===== config.mk =====
export PLATFORM = sky130hd
export DESIGN_NAME = smram_router
export DESIGN_NICKNAME = d
export VERILOG_FILES = /design/src/rtl/smram_pkg.sv /design/src/rtl/smram_win_decode.sv /design/src/rtl/smram_tseg_decode.sv /design/src/rtl/smram_router.sv
export SDC_FILE = /design/constraint.sdc
export NUM_CORES = 1
export LEC_CHECK = 0
export BUFFER_PORTS_ARGS = -buffer_cell sky130_fd_sc_hd__buf_2
export CORE_MARGIN = 2
export CORE_UTILIZATION = 35
export CTS_CLUSTER_SIZE = 30
export DETAILED_ROUTE_END_ITERATION = 16
export GPL_ROUTABILITY_DRIVEN = 0
export PLACE_DENSITY_LB_ADDON = 0.08
export SETUP_SLACK_MARGIN = 0.05
export SLEW_MARGIN = 20
export SYNTH_ARGS = -nofsm -noshare
export SYNTH_HDL_FRONTEND = slang
export SYNTH_SLANG_ARGS = --single-unit

===== constraint.sdc =====
create_clock -name clk -period 1 [get_ports clk]
set_clock_uncertainty 0.1 [all_clocks]
set_input_delay 0.2 -clock clk [delete_from_list [all_inputs] [get_ports clk]]
set_output_delay 0.2 -clock clk [all_outputs]
set_load 0.02 [all_outputs]

===== src/rtl/smram_pkg.sv =====
package smram_pkg;

    // One-hot routing target
    typedef enum logic [2:0] {
        TGT_DRAM = 3'b001,
        TGT_LEG  = 3'b010,
        TGT_DROP = 3'b100
    } tgt_e;

    // Fixed address map of the protected windows
    localparam logic [31:0] LOW_FIRST  = 32'h000A_0000;
    localparam logic [31:0] LOW_LAST   = 32'h000B_FFFF;
    localparam logic [31:0] HIGH_FIRST = 32'hFEDA_0000;
    localparam logic [31:0] HIGH_LAST  = 32'hFEDB_FFFF;
    localparam logic [31:0] HIGH_SHIFT = 32'hFED0_0000;

    // log2 of the TSEG sizes for codes 00, 01, 10
    localparam int TSEG_LOG_SZ0 = 20;
    localparam int TSEG_LOG_SZ1 = 21;
    localparam int TSEG_LOG_SZ2 = 23;

endpackage


===== src/rtl/smram_win_decode.sv =====
module smram_win_decode
    import smram_pkg::*;
#(
    parameter int ADDR_W = 32
) (
    input  logic [ADDR_W-1:0] addr,
    output logic              in_low,
    output logic              in_high,
    output logic [ADDR_W-1:0] xlat_addr
);
    localparam logic [ADDR_W-1:0] LO_A = ADDR_W'(LOW_FIRST);
    localparam logic [ADDR_W-1:0] LO_B = ADDR_W'(LOW_LAST);
    localparam logic [ADDR_W-1:0] HI_A = ADDR_W'(HIGH_FIRST);
    localparam logic [ADDR_W-1:0] HI_B = ADDR_W'(HIGH_LAST);
    localparam logic [ADDR_W-1:0] HI_S = ADDR_W'(HIGH_SHIFT);

    always_comb begin
        in_low    = (addr >= LO_A) && (addr <= LO_B);
        in_high   = (addr >= HI_A) && (addr <= HI_B);
        xlat_addr = in_high ? (addr - HI_S) : addr;
    end
endmodule


===== src/rtl/smram_tseg_decode.sv =====
module smram_tseg_decode
    import smram_pkg::*;
#(
    parameter int ADDR_W = 32
) (
    input  logic [ADDR_W-1:0] addr,
    input  logic [ADDR_W-1:0] top,
    input  logic              seg_en,
    input  logic [1:0]        seg_sz,
    output logic              hit
);
    logic [ADDR_W-1:0] seg_size;
    logic [ADDR_W-1:0] seg_base;
    logic              seg_on;

    always_comb begin
        unique case (seg_sz)
            2'b00:   seg_size = ADDR_W'(1) << TSEG_LOG_SZ0;
            2'b01:   seg_size = ADDR_W'(1) << TSEG_LOG_SZ1;
            2'b10:   seg_size = ADDR_W'(1) << TSEG_LOG_SZ2;
            default: seg_size = '0;
        endcase
        seg_on   = seg_en && (seg_sz != 2'b11);
        seg_base = top - seg_size;
        hit      = seg_on && (addr >= seg_base) && (addr < top);
    end
endmodule


===== src/rtl/smram_router.sv =====
module smram_router
    import smram_pkg::*;
#(
    parameter int ADDR_W = 32
) (
    input  logic              clk,
    input  logic              rst_n,
    input  logic [ADDR_W-1:0] acc_addr,
    input  logic              acc_smm,
    input  logic              acc_dma,
    input  logic              ctl_open,
    input  logic              ctl_glob_en,
    input  logic              ctl_high_en,
    input  logic              ctl_tseg_en,
    input  logic [1:0]        ctl_tseg_sz,
    input  logic [ADDR_W-1:0] top_low_mem,
    output logic [2:0]        route_tgt,
    output logic [ADDR_W-1:0] route_addr
);
    typedef struct packed {
        tgt_e              tgt;
        logic [ADDR_W-1:0] addr;
    } route_t;

    route_t route_d, route_q;

    logic              in_low, in_high, tseg_hit;
    logic [ADDR_W-1:0] xlat_addr;
    logic              smm_cpu, may_see;

    smram_win_decode #(.ADDR_W(ADDR_W)) i_win (
        .addr      (acc_addr),
        .in_low    (in_low),
        .in_high   (in_high),
        .xlat_addr (xlat_addr)
    );

    smram_tseg_decode #(.ADDR_W(ADDR_W)) i_tseg (
        .addr   (acc_addr),
        .top    (top_low_mem),
        .seg_en (ctl_tseg_en),
        .seg_sz (ctl_tseg_sz),
        .hit    (tseg_hit)
    );

    always_comb begin
        smm_cpu = acc_smm && !acc_dma;
        may_see = !acc_dma && (ctl_open || (smm_cpu && ctl_glob_en));

        route_d.addr = xlat_addr;
        if (in_low) begin
            route_d.tgt = (!ctl_high_en && may_see) ? TGT_DRAM : TGT_LEG;
        end else if (in_high) begin
            route_d.tgt = (ctl_high_en && may_see) ? TGT_DRAM : TGT_LEG;
        end else if (tseg_hit) begin
            route_d.tgt = smm_cpu ? TGT_DRAM : TGT_DROP;
        end else if (acc_addr < top_low_mem) begin
            route_d.tgt = TGT_DRAM;
        end else begin
            route_d.tgt = TGT_LEG;
        end
    end

    always_ff @(posedge clk or negedge rst_n) begin
        if (!rst_n) begin
            route_q <= '{tgt: TGT_DROP, addr: '0};
        end else begin
            route_q <= route_d;
        end
    end

    assign route_tgt  = route_q.tgt;
    assign route_addr = route_q.addr;
endmodule


==> results.sh, run 1 <==
export IMPL_status="finished, violations left"
export IMPL_failed_checks="setup timing"
export IMPL_drc=0
export IMPL_dieArea_um2=8300
export IMPL_fillers=646
export IMPL_final_nets=602
export IMPL_syn_mean_instance_area_um2=9.45
export IMPL_first_global_vias=2861
export IMPL_core_um2=7290
export IMPL_yosysTopAreaCell="dfrtp_1"
export IMPL_arrival_ps=2770
export IMPL_grt_pass1_wl_um=13400
export IMPL_worstPathCellList="buf_8 > nor2_4 > ha_4 > inv_4 > fa_2 > o21ai_2 > nand2_2 > buf_4 > nor2_4 > xnor2_1 > ha_2 > and4_4 > nand2_2 > a2111oi_4 > o211a_1 > nor2b_4"
export IMPL_cts_tree="yes"
export IMPL_yosys_most_used_dff="dfrtp_1"
export IMPL_die_w_um=91.1
export IMPL_yosys_area_top_type_share_pct=32.0
export IMPL_drt_wl_total_um=8110
export IMPL_finalNonFillerCells=577
export IMPL_power_mw=4.27
export IMPL_max_stage_delay_ps=360
export IMPL_place_hpwl_um=6580
export IMPL_multi_input_area_um2=1890
export IMPL_wl_per_cell_um=14.1
export IMPL_slew_viol_final=0
export IMPL_track_usage_pct=20.1
export IMPL_clk_pin_slew_ps=70
export IMPL_syn_area_um2=2660
export IMPL_clkSinkCount=35
export IMPL_cp_top_family="adder cells"
export IMPL_first_pass_iters=6
export IMPL_avgViaCountPerCell=4.82
export IMPL_cts_made_buffers=5
export IMPL_dp_cells=548
export IMPL_layout_setup_ws_ps=-1640
export IMPL_antenna_found_initial=0
export IMPL_finalWorstPathRequiredPeriod_ps=2640
export IMPL_hold_viol_final=0
export IMPL_synth_cells=281
export IMPL_ys_types=44
export IMPL_whs_ps=50.3
export IMPL_dr_first_iter_drc_count=58
export IMPL_grt_ovfl_total=0
export IMPL_worst_slew_pin_slew_ps=426
export IMPL_critPathSlowestCell="fa_2"
export IMPL_wl_met3_um=263
export IMPL_synth_edff_count=0
export IMPL_ant_nets=0
export IMPL_layout_area_seq_um2=877
export IMPL_place_area_um2=3910
export IMPL_synth_fp_nets=406
export IMPL_die_h_um=91.1
export IMPL_p_per_area_nw_per_um2=923
export IMPL_yosysWarnings=0
export IMPL_async_flop_share_pct=100
export IMPL_final_layout_size_suffix_gt1_share_pct=46.4
export IMPL_p_leak_nw=2.29
export IMPL_clockBufferDepth=2
export IMPL_peakVddDrop_mv=0.413
export IMPL_final_period_utilization_pct=264
export IMPL_grt_max_degree=36
export IMPL_io_buffer_count=108
export IMPL_start_kind="primary input"
export IMPL_area_growth_pct=74.1
export IMPL_initial_core_util_pct=36.4
export IMPL_top_layer="met4"
export IMPL_synth_seq_cells=35
export IMPL_crit_type="in -> reg"
export IMPL_clock_fmax_mhz=379
export IMPL_maxCapViolCount=0
export IMPL_required_ps=1130
export IMPL_cp_end_kind="flip-flop"
export IMPL_finalSetupViolCount=50
export IMPL_rows=31
export IMPL_rsz0062_at_grt="true"
export IMPL_hold_class="in -> reg"
export IMPL_htree_levels=2
export IMPL_seq_area_frac_synth_pct=33.0
export IMPL_synth_area_top_cells="dfrtp_1, ha_1, inv_1"
export IMPL_antennaDiodeCount=0
export IMPL_wl_met1_um=3810
export IMPL_postLayoutCellArea_um2=4630
export IMPL_root_buffer="clkbuf_8"
export IMPL_vias=2780
export IMPL_io_pins=109
export IMPL_met2_length_um=3960
export IMPL_dp_worst_setup_slack_ps=-1960
export IMPL_slew_headroom_pct=71.4
export IMPL_crit_fanout=3
export IMPL_worst_path_buf_inv=3
[synthesized netlist by cell type, drive strengths merged (2+ instances only)]
cell type,instances
nor2b,14
a21o,4
and4,2
nand2b,3
nor4,10
nor3,6
xnor2,8
inv,37
a21oi,18
ha,50
nand2,16
nand4,14
o211ai,2
a221oi,2
xor2,2
nand3,6
a31oi,3
a211oi,4
nor2,16
dfrtp,34
o21ai,11
or3,4
[per-stage QoR]
step	utilization [%]	setup TNS, ps
floorplan	-	-10560
global placement	53.7	-14920
detailed placement	53.7	-15170
CTS	62.2	-13130
global route	63.4	-15180
finish	63.4	-13050
[kinds of logic after synthesis]
| group | after synthesis | synth area share, % |
|---|---|---|
| AOI/OAI and AO/OA | 52 | 13.4 |
| buffers and inverters | 37 | 5.23 |
| adders and majority gates | 51 | 24.3 |
| and+or+nand+nor | 96 | 20.8 |
| DFF | 35 | 33.0 |
| xor gates and xnor gates | 10 | 3.30 |
[routing by layer]
| metal | vias up | GRT usage [%] |
|---|---|---|
| met1 | 1292 | 27.4 |
| met2 | 73 | 33.7 |
| met4 | 0 | 4.55 |
| li1 | 1406 | - |
| met5 | - | 0 |
| met3 | 9 | 2.74 |
[cell type report]
type / count / share of cell area, %
Multi-Input combinational cell: 209 / 41.0
Clock buffer: 8 / 2.16
Sequential cell: 35 / 19.0
Timing Repair Buffer: 189 / 32.2
Tap cell: 99 / 2.68
Inverter: 37 / 3.06
[power breakdown]
| group | internal (mW) | total, mW | switching, mW | leakage, nW |
|---|---|---|---|---|
| registers | 1.50 | 1.53 | 0.0382 | 0.407 |
| clock network | 0.629 | 1.12 | 0.492 | 0.0515 |
| logic | 0.835 | 1.61 | 0.778 | 1.84 |
| total | 2.96 | 4.27 | 1.31 | 2.29 |
[what timing repair did]
item | 4_1_cts | 5_1_grt
pin swaps | 9 | 12
setup buffers | 2 | 0
hold endpoints to repair | 53 | 0
hold buffers | 19 | 0
endpoints found under the setup margin | 50 | 50
gates cloned | 0 | 0
gates resized for setup | 102 | 19
[path summary, 6_finish.rpt]
path,from,to,slack (ps),depth (start not counted)
min in group asynchronous,rst_n,route_addr[7]$_DFF_PN0_,320,3
max in group asynchronous,rst_n,route_tgt[2]$_DFF_PN1_,240,3
hold / removal,acc_addr[18],route_addr[18]$_DFF_PN0_,50,2
setup / recovery,ctl_tseg_sz[1],route_tgt[2]$_DFF_PN1_,-1640,16
[registers in the layout, summed over array words and instances, names as in the netlist]
signal / count
route_addr: 32
route_tgt: 3
[placed cells by master (no fill, tap or decap), types with 3 or more instances in the layout]
master	synthesis	routed
a21o_1	4	4
a21oi_1	17	16
buf_2	0	65
buf_4	0	60
buf_6	0	42
clkbuf_8	0	7
dfrtp_1	34	34
dlygate4sd3_1	0	19
ha_1	50	47
inv_1	37	35
nand2_1	16	12
nand2_2	0	4
nand3_1	6	5
nand4_1	13	13
nor2_1	16	12
nor2_4	0	3
nor2b_1	14	13
nor3_1	5	4
nor4_1	8	3
nor4_2	2	3
nor4_4	0	4
o21ai_1	2	7
xnor2_1	8	7
No activity file was read; power rests on OpenSTA's default activity.
==> run 2: changes to the inputs <==
--- a/config.mk
+++ b/config.mk
@@ -7,7 +7,8 @@
 export LEC_CHECK = 0
 export BUFFER_PORTS_ARGS = -buffer_cell sky130_fd_sc_hd__buf_2
 export CORE_MARGIN = 2
-export CORE_UTILIZATION = 35
+export CORE_UTILIZATION = 49
+export CTS_BUF_LIST = sky130_fd_sc_hd__clkbuf_8 sky130_fd_sc_hd__clkbuf_16
 export CTS_CLUSTER_SIZE = 30
 export DETAILED_ROUTE_END_ITERATION = 16
 export GPL_ROUTABILITY_DRIVEN = 0
==> run 2 against run 1 <==
Effect of this change:
- the run still ends with setup timing left
- utilization grew 24 points
- global-route usage rose by 9.7 points
- final cell count fell by 5.2%
- hold slack got worse by 31 ps
- first-iteration DRC count increased by 60%
- via count increased by 4.4%
- critical endpoint unchanged
- total power shrank 1.1%
- clock power down 6%
==> results.sh, run 2 (synthesized netlist as in run 1, its figures left out) <==
export IMPL_status="finished, violations left"
export IMPL_failed_checks="setup timing"
export IMPL_vias=2903
export IMPL_initial_core_util_pct=51.4
export IMPL_dr_first_iter_drc_count=93
export IMPL_dieArea_um2=6030
export IMPL_drt_wl_total_um=8780
export IMPL_grt_ovfl_total=0
export IMPL_required_ps=1120
export IMPL_antenna_found_initial=0
export IMPL_combinationalPowerShare_pct=38.6
export IMPL_power_internal_mw=2.86
export IMPL_wl_per_cell_um=16.1
export IMPL_dp_cells=520
export IMPL_slew_headroom_pct=69.8
export IMPL_clockBufferDepth=2
export IMPL_cp_end_kind="flip-flop"
export IMPL_first_global_vias=3099
export IMPL_place_hpwl_um=6170
export IMPL_finalNonFillerCells=547
export IMPL_rsz0062_at_grt="true"
export IMPL_die_h_um=77.6
export IMPL_hold_viol_final=0
export IMPL_final_layout_size_suffix_gt1_share_pct=47.6
export IMPL_rows=26
export IMPL_avgViaCountPerCell=5.31
export IMPL_clk_pin_slew_ps=70
export IMPL_crit_fanout=4
export IMPL_final_period_utilization_pct=264
export IMPL_slew_viol_final=0
export IMPL_worst_slew_pin_slew_ps=451
export IMPL_first_pass_iters=4
export IMPL_netSwitchingFraction_pct=32.2
export IMPL_drc=0
export IMPL_arrival_ps=2760
export IMPL_p_per_area_nw_per_um2=938
export IMPL_clkSinkCount=35
export IMPL_crit_type="in -> reg"
export IMPL_fillers=280
export IMPL_layout_common_cells="buf_2, buf_4, ha_1, buf_6, inv_1"
export IMPL_root_buffer="clkbuf_8"
export IMPL_finalWorstPathRequiredPeriod_ps=2640
export IMPL_hp_start="acc_addr[0]"
export IMPL_peakVddDrop_mv=0.704
export IMPL_min_to="route_addr[0]$_DFF_PN0_"
export IMPL_final_nets=602
export IMPL_core_um2=5170
export IMPL_holdPathStages=2
export IMPL_grt_pass1_wl_um=14200
export IMPL_ant_nets=0
export IMPL_htree_levels=2
export IMPL_layout_commonest_cell="buf_2"
export IMPL_sequentialPowerShare_pct=36.5
export IMPL_die_w_um=77.6
export IMPL_start_kind="primary input"
export IMPL_grt_max_degree=24
export IMPL_p_leak_nw=2.28
export IMPL_io_buffer_count=108
export IMPL_cts_made_buffers=5
export IMPL_area_growth_pct=69.4
export IMPL_track_usage_pct=29.8
export IMPL_postLayoutCellArea_um2=4500
export IMPL_place_area_um2=3880
export IMPL_largest_reg_flops=32
export IMPL_whs_ps=19.0
export IMPL_io_pins=109
export IMPL_multi_input_area_um2=1860
export IMPL_clock_fmax_mhz=379
export IMPL_layout_setup_ws_ps=-1640
export IMPL_finalSetupViolCount=50
export IMPL_power_net_switching_mw=1.36
export IMPL_clkPwrFrac_pct=24.9
export IMPL_layout_area_seq_um2=877
export IMPL_antennaDiodeCount=0
export IMPL_hold_class="in -> reg"
export IMPL_maxCapViolCount=0
export IMPL_cts_tree="yes"
==> run 2: power groups by stage <==
stage          clock network [mW]  registers, mW  logic [mW]
2_1_floorplan                   0           1.65       0.546
3_3_place_gp                    0           1.54        1.31
3_5_place_dp                    0           1.54        1.35
4_1_cts                      1.03           1.53        1.54
5_1_grt                      1.11           1.54        1.78
6_report                     1.05           1.54        1.63
==> run 2: timing repair <==
item,CTS,global route
hold endpoints to repair,45,1
pin swaps,7,7
hold buffers,11,1
setup endpoints to repair,50,50
resized for setup,88,17
setup buffers,6,3
==> run 2: layout make-up <==
class                   count  area share (%)
repair buffers            189            32.2
well taps                  70            1.95
flip-flops and latches     35            19.5
clock inverters             1           0.111
multi-input cells         209            41.4
clock buffers               6            1.84
inverters                  37            3.09
==> run 2: worst max-delay path, cell delays in order <==
cell	delay, ps
buf_8	100
nor2_4	110
ha_4	130
inv_2	40
fa_2	340
o21ai_2	160
nand2_2	100
nor4_4	250
xnor2_1	170
ha_1	270
and4_4	180
a221oi_2	220
o21ai_1	100
o211a_1	240
nor2b_2	150
==> run 2: worst max-delay path by stage <==
stage,slack (ps),depth (start not counted),startpoint,end
2_1_floorplan,-1680,14,ctl_tseg_sz[1],route_tgt[2]$_DFF_PN1_
5_1_grt,-1780,15,ctl_tseg_sz[1],route_tgt[2]$_DFF_PN1_
6_report,-1640,15,ctl_tseg_sz[1],route_tgt[2]$_DFF_PN1_
4_1_cts,-1590,15,ctl_tseg_sz[1],route_tgt[2]$_DFF_PN1_
3_5_place_dp,-1950,15,ctl_tseg_sz[1],route_tgt[2]$_DFF_PN1_
3_3_place_gp,-1850,15,ctl_tseg_sz[0],route_tgt[2]$_DFF_PN1_
==> run 2: metrics by stage <==
step | setup TNS (ps) | setup WS (ps) | util, % | total power [mW]
CTS | -14070 | -1590 | 85.4 | 4.11
finish | -14960 | -1640 | 87.0 | 4.22
detailed placement | -15830 | -1950 | 75.1 | 2.89
global placement | -15560 | -1850 | 75.1 | 2.84
floorplan | -10560 | -1680 | - | 2.19
global route | -16200 | -1780 | 87.0 | 4.43
==> run 2: metal layers <==
metal	global-route usage (%)	share of wire [%]	vias to the layer above
met3	3.26	5.1	20
met2	56.5	53	107
met5	0	0	-
li1	-	-	1405
met4	10.4	2.6	0
met1	34.2	39	1371
